**src/rtl/wide_pair_adder_pkg.sv**
```systemverilog
package wide_pair_adder_pkg;

  typedef enum logic {
    LANE8  = 1'b0,
    LANE16 = 1'b1
  } lane_size_e;

  localparam int unsigned NARROW_W = 8;
  localparam int unsigned WIDE_W   = 16;

endpackage

```
**src/rtl/pair_sum.sv**
```systemverilog
module pair_sum #(
  parameter int unsigned SRC_W = 8,
  localparam int unsigned DST_W = 2 * SRC_W
) (
  input  logic [SRC_W-1:0] lo_lane,
  input  logic [SRC_W-1:0] hi_lane,
  input  logic             sgn,
  output logic [DST_W-1:0] sum
);

  function automatic logic [DST_W-1:0] widen(logic [SRC_W-1:0] v, logic s);
    return {{SRC_W{s & v[SRC_W-1]}}, v};
  endfunction

  logic [DST_W-1:0] lo_wide;
  logic [DST_W-1:0] hi_wide;

  assign lo_wide = widen(lo_lane, sgn);
  assign hi_wide = widen(hi_lane, sgn);
  assign sum     = lo_wide + hi_wide;

endmodule

```
**src/rtl/lane_pair_array.sv**
```systemverilog
module lane_pair_array #(
  parameter int unsigned DATA_W = 64,
  parameter int unsigned SRC_W  = 8,
  localparam int unsigned NPAIR = DATA_W / (2 * SRC_W),
  localparam int unsigned DST_W = 2 * SRC_W
) (
  input  logic [DATA_W-1:0] operand,
  input  logic              sgn,
  output logic [DATA_W-1:0] packed_sum
);

  for (genvar k = 0; k < NPAIR; k++) begin : g_pair
    pair_sum #(.SRC_W(SRC_W)) u_sum (
      .lo_lane (operand[(2*k)*SRC_W +: SRC_W]),
      .hi_lane (operand[(2*k+1)*SRC_W +: SRC_W]),
      .sgn     (sgn),
      .sum     (packed_sum[k*DST_W +: DST_W])
    );
  end

endmodule

```
**src/rtl/out_stage.sv**
```systemverilog
module out_stage #(
  parameter int unsigned DATA_W = 64
) (
  input  logic              clk,
  input  logic              rst,
  input  logic              capture,
  input  logic [DATA_W-1:0] d,
  output logic              q_valid,
  output logic [DATA_W-1:0] q
);

  always_ff @(posedge clk) begin
    if (rst) begin
      q_valid <= 1'b0;
      q       <= '0;
    end else begin
      q_valid <= capture;
      if (capture) begin
        q <= d;
      end
    end
  end

endmodule

```
**src/rtl/wide_pair_adder.sv**
```systemverilog
module wide_pair_adder
  import wide_pair_adder_pkg::*;
#(
  parameter int unsigned DATA_W = 64
) (
  input  logic              clk,
  input  logic              rst,
  input  logic              in_valid,
  input  logic [DATA_W-1:0] in_data,
  input  logic              in_size,
  input  logic              in_signed,
  output logic              out_valid,
  output logic [DATA_W-1:0] out_data
);

  logic [DATA_W-1:0] narrow_res;
  logic [DATA_W-1:0] wide_res;
  logic [DATA_W-1:0] sel_res;
  lane_size_e        size_sel;

  assign size_sel = lane_size_e'(in_size);

  lane_pair_array #(.DATA_W(DATA_W), .SRC_W(NARROW_W)) u_narrow (
    .operand    (in_data),
    .sgn        (in_signed),
    .packed_sum (narrow_res)
  );

  lane_pair_array #(.DATA_W(DATA_W), .SRC_W(WIDE_W)) u_wide (
    .operand    (in_data),
    .sgn        (in_signed),
    .packed_sum (wide_res)
  );

  assign sel_res = (size_sel == LANE16) ? wide_res : narrow_res;

  out_stage #(.DATA_W(DATA_W)) u_out (
    .clk     (clk),
    .rst     (rst),
    .capture (in_valid),
    .d       (sel_res),
    .q_valid (out_valid),
    .q       (out_data)
  );

endmodule

```
**config.mk**
```make
export PLATFORM = sky130hd
export DESIGN_NAME = wide_pair_adder
export DESIGN_NICKNAME = d
export VERILOG_FILES = /design/src/rtl/wide_pair_adder_pkg.sv /design/src/rtl/pair_sum.sv /design/src/rtl/lane_pair_array.sv /design/src/rtl/out_stage.sv /design/src/rtl/wide_pair_adder.sv
export SDC_FILE = /design/constraint.sdc
export NUM_CORES = 1
export LEC_CHECK = 0
export BUFFER_PORTS_ARGS = -buffer_cell sky130_fd_sc_hd__clkbuf_2
export CORE_UTILIZATION = 50
export CTS_CLUSTER_SIZE = 30
export DETAILED_ROUTE_END_ITERATION = 12
export PLACE_DENSITY = 0.86
export SYNTH_ARGS = -nofsm -noshare
export SYNTH_HDL_FRONTEND = slang
export SYNTH_SLANG_ARGS = --single-unit
```
**constraint.sdc**
```tcl
create_clock -name clk -period 6.6 [get_ports clk]
set_input_delay 0.66 -clock clk [delete_from_list [all_inputs] [get_ports clk]]
set_output_delay 0.66 -clock clk [all_outputs]
set_load 0.01 [all_outputs]
```
# ---- Word level (Yosys, flattened, before mapping)
# Cells that the tools add are included.
dict set report classes {
  eq_ne 0
  div_mod_pow 0
  shift 0
  reduce_logical 0
  n_mul 0
  n_bitwise 8
  mux 1
  addsub 6
  magnitude_cmp 0
}
# cell n
set ops {}
lappend ops {{64-bit 2-to-1 mux} 1}
lappend ops {{9-bit by 9-bit adder with 10-bit output} 4}
lappend ops {{17-bit by 17-bit adder with 18-bit output} 2}
lappend ops {{1-bit AND} 8}
dict set report word_totals {
  word_cells 17
  output_inout_bits 65
  ram_bits 0
  inputBits 69
  mem_bits_ro 0
  latch_bits 0
  mem_count 0
  register_bits 65
}

# ---- Logic depth before layout (Yosys ltp)
dict set report logic_depth {
  ltp_word 3
  depth_mapped 10
}

# ---- Modules after synthesis
# A second synthesis with hierarchy kept.
dict set report hier_totals {
  hier_cells 739
  hier_area_um2 7050.5
}
# module instances cells_per_inst area_per_inst_um2
set modules_own_cells {}
lappend modules_own_cells {out_stage 1 208 2311.0}
lappend modules_own_cells {{pair_sum (u_narrow.g_pair[0].u_sum ...)} 4 52 436.7}
lappend modules_own_cells {wide_pair_adder 1 71 1077.3}
lappend modules_own_cells {{pair_sum (u_wide.g_pair[0].u_sum)} 1 132 1007.2}
lappend modules_own_cells {{pair_sum (u_wide.g_pair[1].u_sum)} 1 120 908.4}

# ---- Worst setup path after synthesis
# No wires, ideal clock.
dict set report synth_timing {
  path_type {input port to flip-flop}
  start {input in_data[0]}
  end {register u_out.q[14]}
  arrival_ns 2.745
  path_stages 10
  path_buffers 0
  setup_ns 0.127
  t_required_ns 6.473
  slack_ns 3.728
  path_cell_list {ha_1 -> inv_1 -> fa_1 -> and2b_1 -> o2111ai_1 -> nand3_2 -> a221oi_2 -> or4b_1 -> and3_1 -> or3_1}
}
dict set report synth_between {
  elab_chain_cells 2
  elab_cells_between_ends 3
}
# element line
set synth_rtl {}
lappend synth_rtl {{from (decl)} wide_pair_adder.sv:9} ;# input logic [DATA_W-1:0] in_data,
lappend synth_rtl {{17-bit by 17-bit adder with 18-bit output or 9-bit by 9-bit adder with 10-bit output (tied branches)} pair_sum.sv:20} ;# assign sum = lo_wide + hi_wide;
lappend synth_rtl {{64-bit 2-to-1 mux (*)} wide_pair_adder.sv:35} ;# assign sel_res = (size_sel == LANE16) ? wide_res : narrow_res;
lappend synth_rtl {{to (signal assigned)} out_stage.sv:15} ;# q <= '0;
lappend synth_rtl {{to (signal assigned)} out_stage.sv:19} ;# q <= d;
lappend synth_rtl {{to (decl)} out_stage.sv:9} ;# output logic [DATA_W-1:0] q
# Mark *: on every way between the ends. The rest lies on a longest branch, timed or not.
# A chain may end at the register's enable or synchronous reset.

# ---- Worst setup path in the final report
# Same ends and word-level chain as after synthesis.

==> results.toml <==
[outcome]
status = "finished clean"

[setup_path]
path_class = "primary input to flop"
cp_slowest_cell = "or4b_1"
max_stage_delay_ps = 540
critPathLaunchType = "primary input"
path_buf_inv = 2
cp_max_fo = 3
cp_data_required_time_ps = 6820
crit_chain = "clkbuf_2 -> ha_1 -> inv_1 -> fa_1 -> and2b_1 -> o2111ai_1 -> nand3_2 -> a221oi_2 -> or4b_1 -> and3_1 -> or3_1"
cp.arrival_ps = 3030
endpoint_kind = "flop"
cpLargestDelayFamily = "simple AND/OR/NAND/NOR gates"

[timing]
relSlewSlack = 0.393
min_period_ps = 2810
setup_tns_ps = 0
setup_ws_ps = 3790
post-route-period-util = 0.426
rsz0062_at_grt = "false"
hold_viol = 0
fin_skew_ps = 0
timing.hold.ws_ps = 491
worstMarginPinSlew_ps = 910
setup_viol = 0
max_freq_mhz = 356
drv_slew = 0

[die]
core_um2 = 9910
die_w_um = 104
fp.dieH_um = 104
die_area_um2 = 10800
io_pins = 134
start_util = 0.524
row_count = 36

[detailed_routing]
post-route-drc-count = 0
vias_per_cell = 5.88
vias = 5347
drtIter0Drc = 347
ant_nets = 0
routedWlPerCell_um = 16.2
routed_wl_um = 14700
first_pass_iters = 5

[clock_network]
cts_buffer_depth = 2
root_buffer = "clkbuf_8"
cts_hold_buf = 0
cts_tree = "yes"
cts-resized-gates = 0
cts_buffers = 5
cts.clk_slew.worst_paths_ps = 110
cts_setup_buffers = 0
clock_latency_ps = 320
cts.sinks = 53
htree_num_levels = 2

[yosys]
synth_top_cell_by_area = "dfxtp_1"
synth_top_family_by_area = "compound AO/OA/AOI/OAI gates"
synth_mux_area_frac = 0.0154
synth_area_leaders = "dfxtp_1 (20%), ha_1 (17%), nor2_1 (6.7%)"
synth_warnings = 0
synth_nets = 811
yosys.area_share.simple = 0.196
synth_flop_cell = "dfxtp_1"
syn_area_per_cell_um2 = 7.79
synth-seq-area-share = 0.204
synthAdderAreaFrac = 0.192
synth_top_area_frac = 0.204
synth-edff-count = 0
netlist_area_um2 = 5190
syn_inst = 666
synthTopCellsByCount = "nor2_1 (92), ha_1 (70), dfxtp_1 (53), a21oi_1 (51), nand2_1 (40)"
synth_compound_area_frac = 0.272
synth_async_sr_flop_share = 0
synth.distinct_cells = 54
ys_seq_elements = 53
synth_most_common_cell = "nor2_1"
synthXorXnorAreaFrac = 0.0709

[pwr]
p_seq_frac = 0.355
p_int_mw = 0.628
comb_power_share = 0.447
power.switching_mw = 0.417
power_density_nw_per_um2 = 175
clockPowerShare = 0.198
p_total_mw = 1.04
leakage_nw = 2.80
vdd_drop_max_uv = 106
switching_share = 0.399

[grt]
antenna_found_initial = 0
grt_usage = 0.266
grt_overflow = 0
grt_pass1_vias = 4824
grt_pass1_wl_um = 23500
grt_max_degree = 80

[layout]
stdcell_count = 910
nets = 921
multiInputGateArea_um2 = 3870
seqCellArea_um2 = 1060
area_growth_pct = 15.0
nFillCells = 986
drive_gt1_frac = 0.192
n_antenna_cell = 0

[place]
gp_congestion = 0.965
dp_slack_ps = 3470
numPortBuffers = 133
dp.cells = 902
dp_hpwl_um = 11700

[run]
max_cap_violations = 0

[hold_path]
hp-class = "flop to flop"
==> power groups by stage <==
stage | Sequential [mW] | Clock (mW) | Combinational [mW]
floorplan | 0.390 | 0 | 0.313
global placement | 0.378 | 0 | 0.455
detailed placement | 0.378 | 0 | 0.461
CTS | 0.371 | 0.210 | 0.464
global route | 0.375 | 0.226 | 0.514
finish | 0.371 | 0.207 | 0.467
==> routing by layer <==
metal  part of all wire  GRT usage  vias to the layer above
li1                   -          -                     2668
met1               0.45      0.356                     2453
met2               0.46      0.435                      196
met3              0.068     0.0470                       30
met4              0.021     0.0796                        0
met5                  0          0                        -
==> flip-flops by register name, indices dropped and copies added, names as in the netlist <==
name           count
u_out.q           52
u_out.q_valid      1
==> worst register-to-register path, stage by stage, from the launching register on <==
cell,delay [ps]
dfxtp_1,340
nor2_1,150
nor3_1,70
and3_1,190
or3_1,330
==> kinds of logic (layout without fill, tap and decap cells) <==
| family | count (synthesis) | after routing |
|---|---|---|
| and+or+nand+nor | 218 | 218 |
| AOI/OAI and AO/OA | 213 | 213 |
| adders and majority gates | 76 | 76 |
| buffers and inverters | 56 | 167 |
| DFF | 53 | 53 |
| xor gates and xnor gates | 42 | 42 |
| muxes | 8 | 8 |
==> stage by stage <==
stage                     utilization  cell area (um2)
after floorplan                     -             5190
after global placement          0.593             5880
after detailed placement        0.593             5880
after CTS                       0.603             5970
after global routing            0.603             5970
final                           0.603             5970
==> cells in the final DEF, fill, tap and decap left out, drive strengths merged, types with 13 or more instances in the layout <==
master  instances
o21ai          38
nor2           92
nor3           20
ha             70
a21o           13
a21oi          51
clkbuf        138
xnor2          26
dfxtp          53
xor2           16
a31oi          13
nand2          40
inv            24
a211oi         26
==> cell type report <==
| cell class | instances | share of cell area |
|---|---|---|
| Clock buffer | 5 | 0.0115 |
| Clock inverter | 3 | 0.00440 |
| Inverter | 23 | 0.0145 |
| Multi-Input combinational cell | 557 | 0.649 |
| Sequential cell | 53 | 0.178 |
| Tap cell | 133 | 0.0279 |
| Timing Repair Buffer | 136 | 0.115 |
==> path summary, 6_finish.rpt <==
path | slack [ps] | start | depth (start not counted) | endpoint
min | 490 | u_out.q[40]$_SDFFE_PP0P_ | 2 | u_out.q[40]$_SDFFE_PP0P_
max reg2reg | 5410 | u_out.q[14]$_SDFFE_PP0P_ | 4 | u_out.q[14]$_SDFFE_PP0P_
min reg2reg | 490 | u_out.q[40]$_SDFFE_PP0P_ | 2 | u_out.q[40]$_SDFFE_PP0P_
max | 3790 | in_data[0] | 11 | u_out.q[14]$_SDFFE_PP0P_
(Power assumes the default switching activity.)
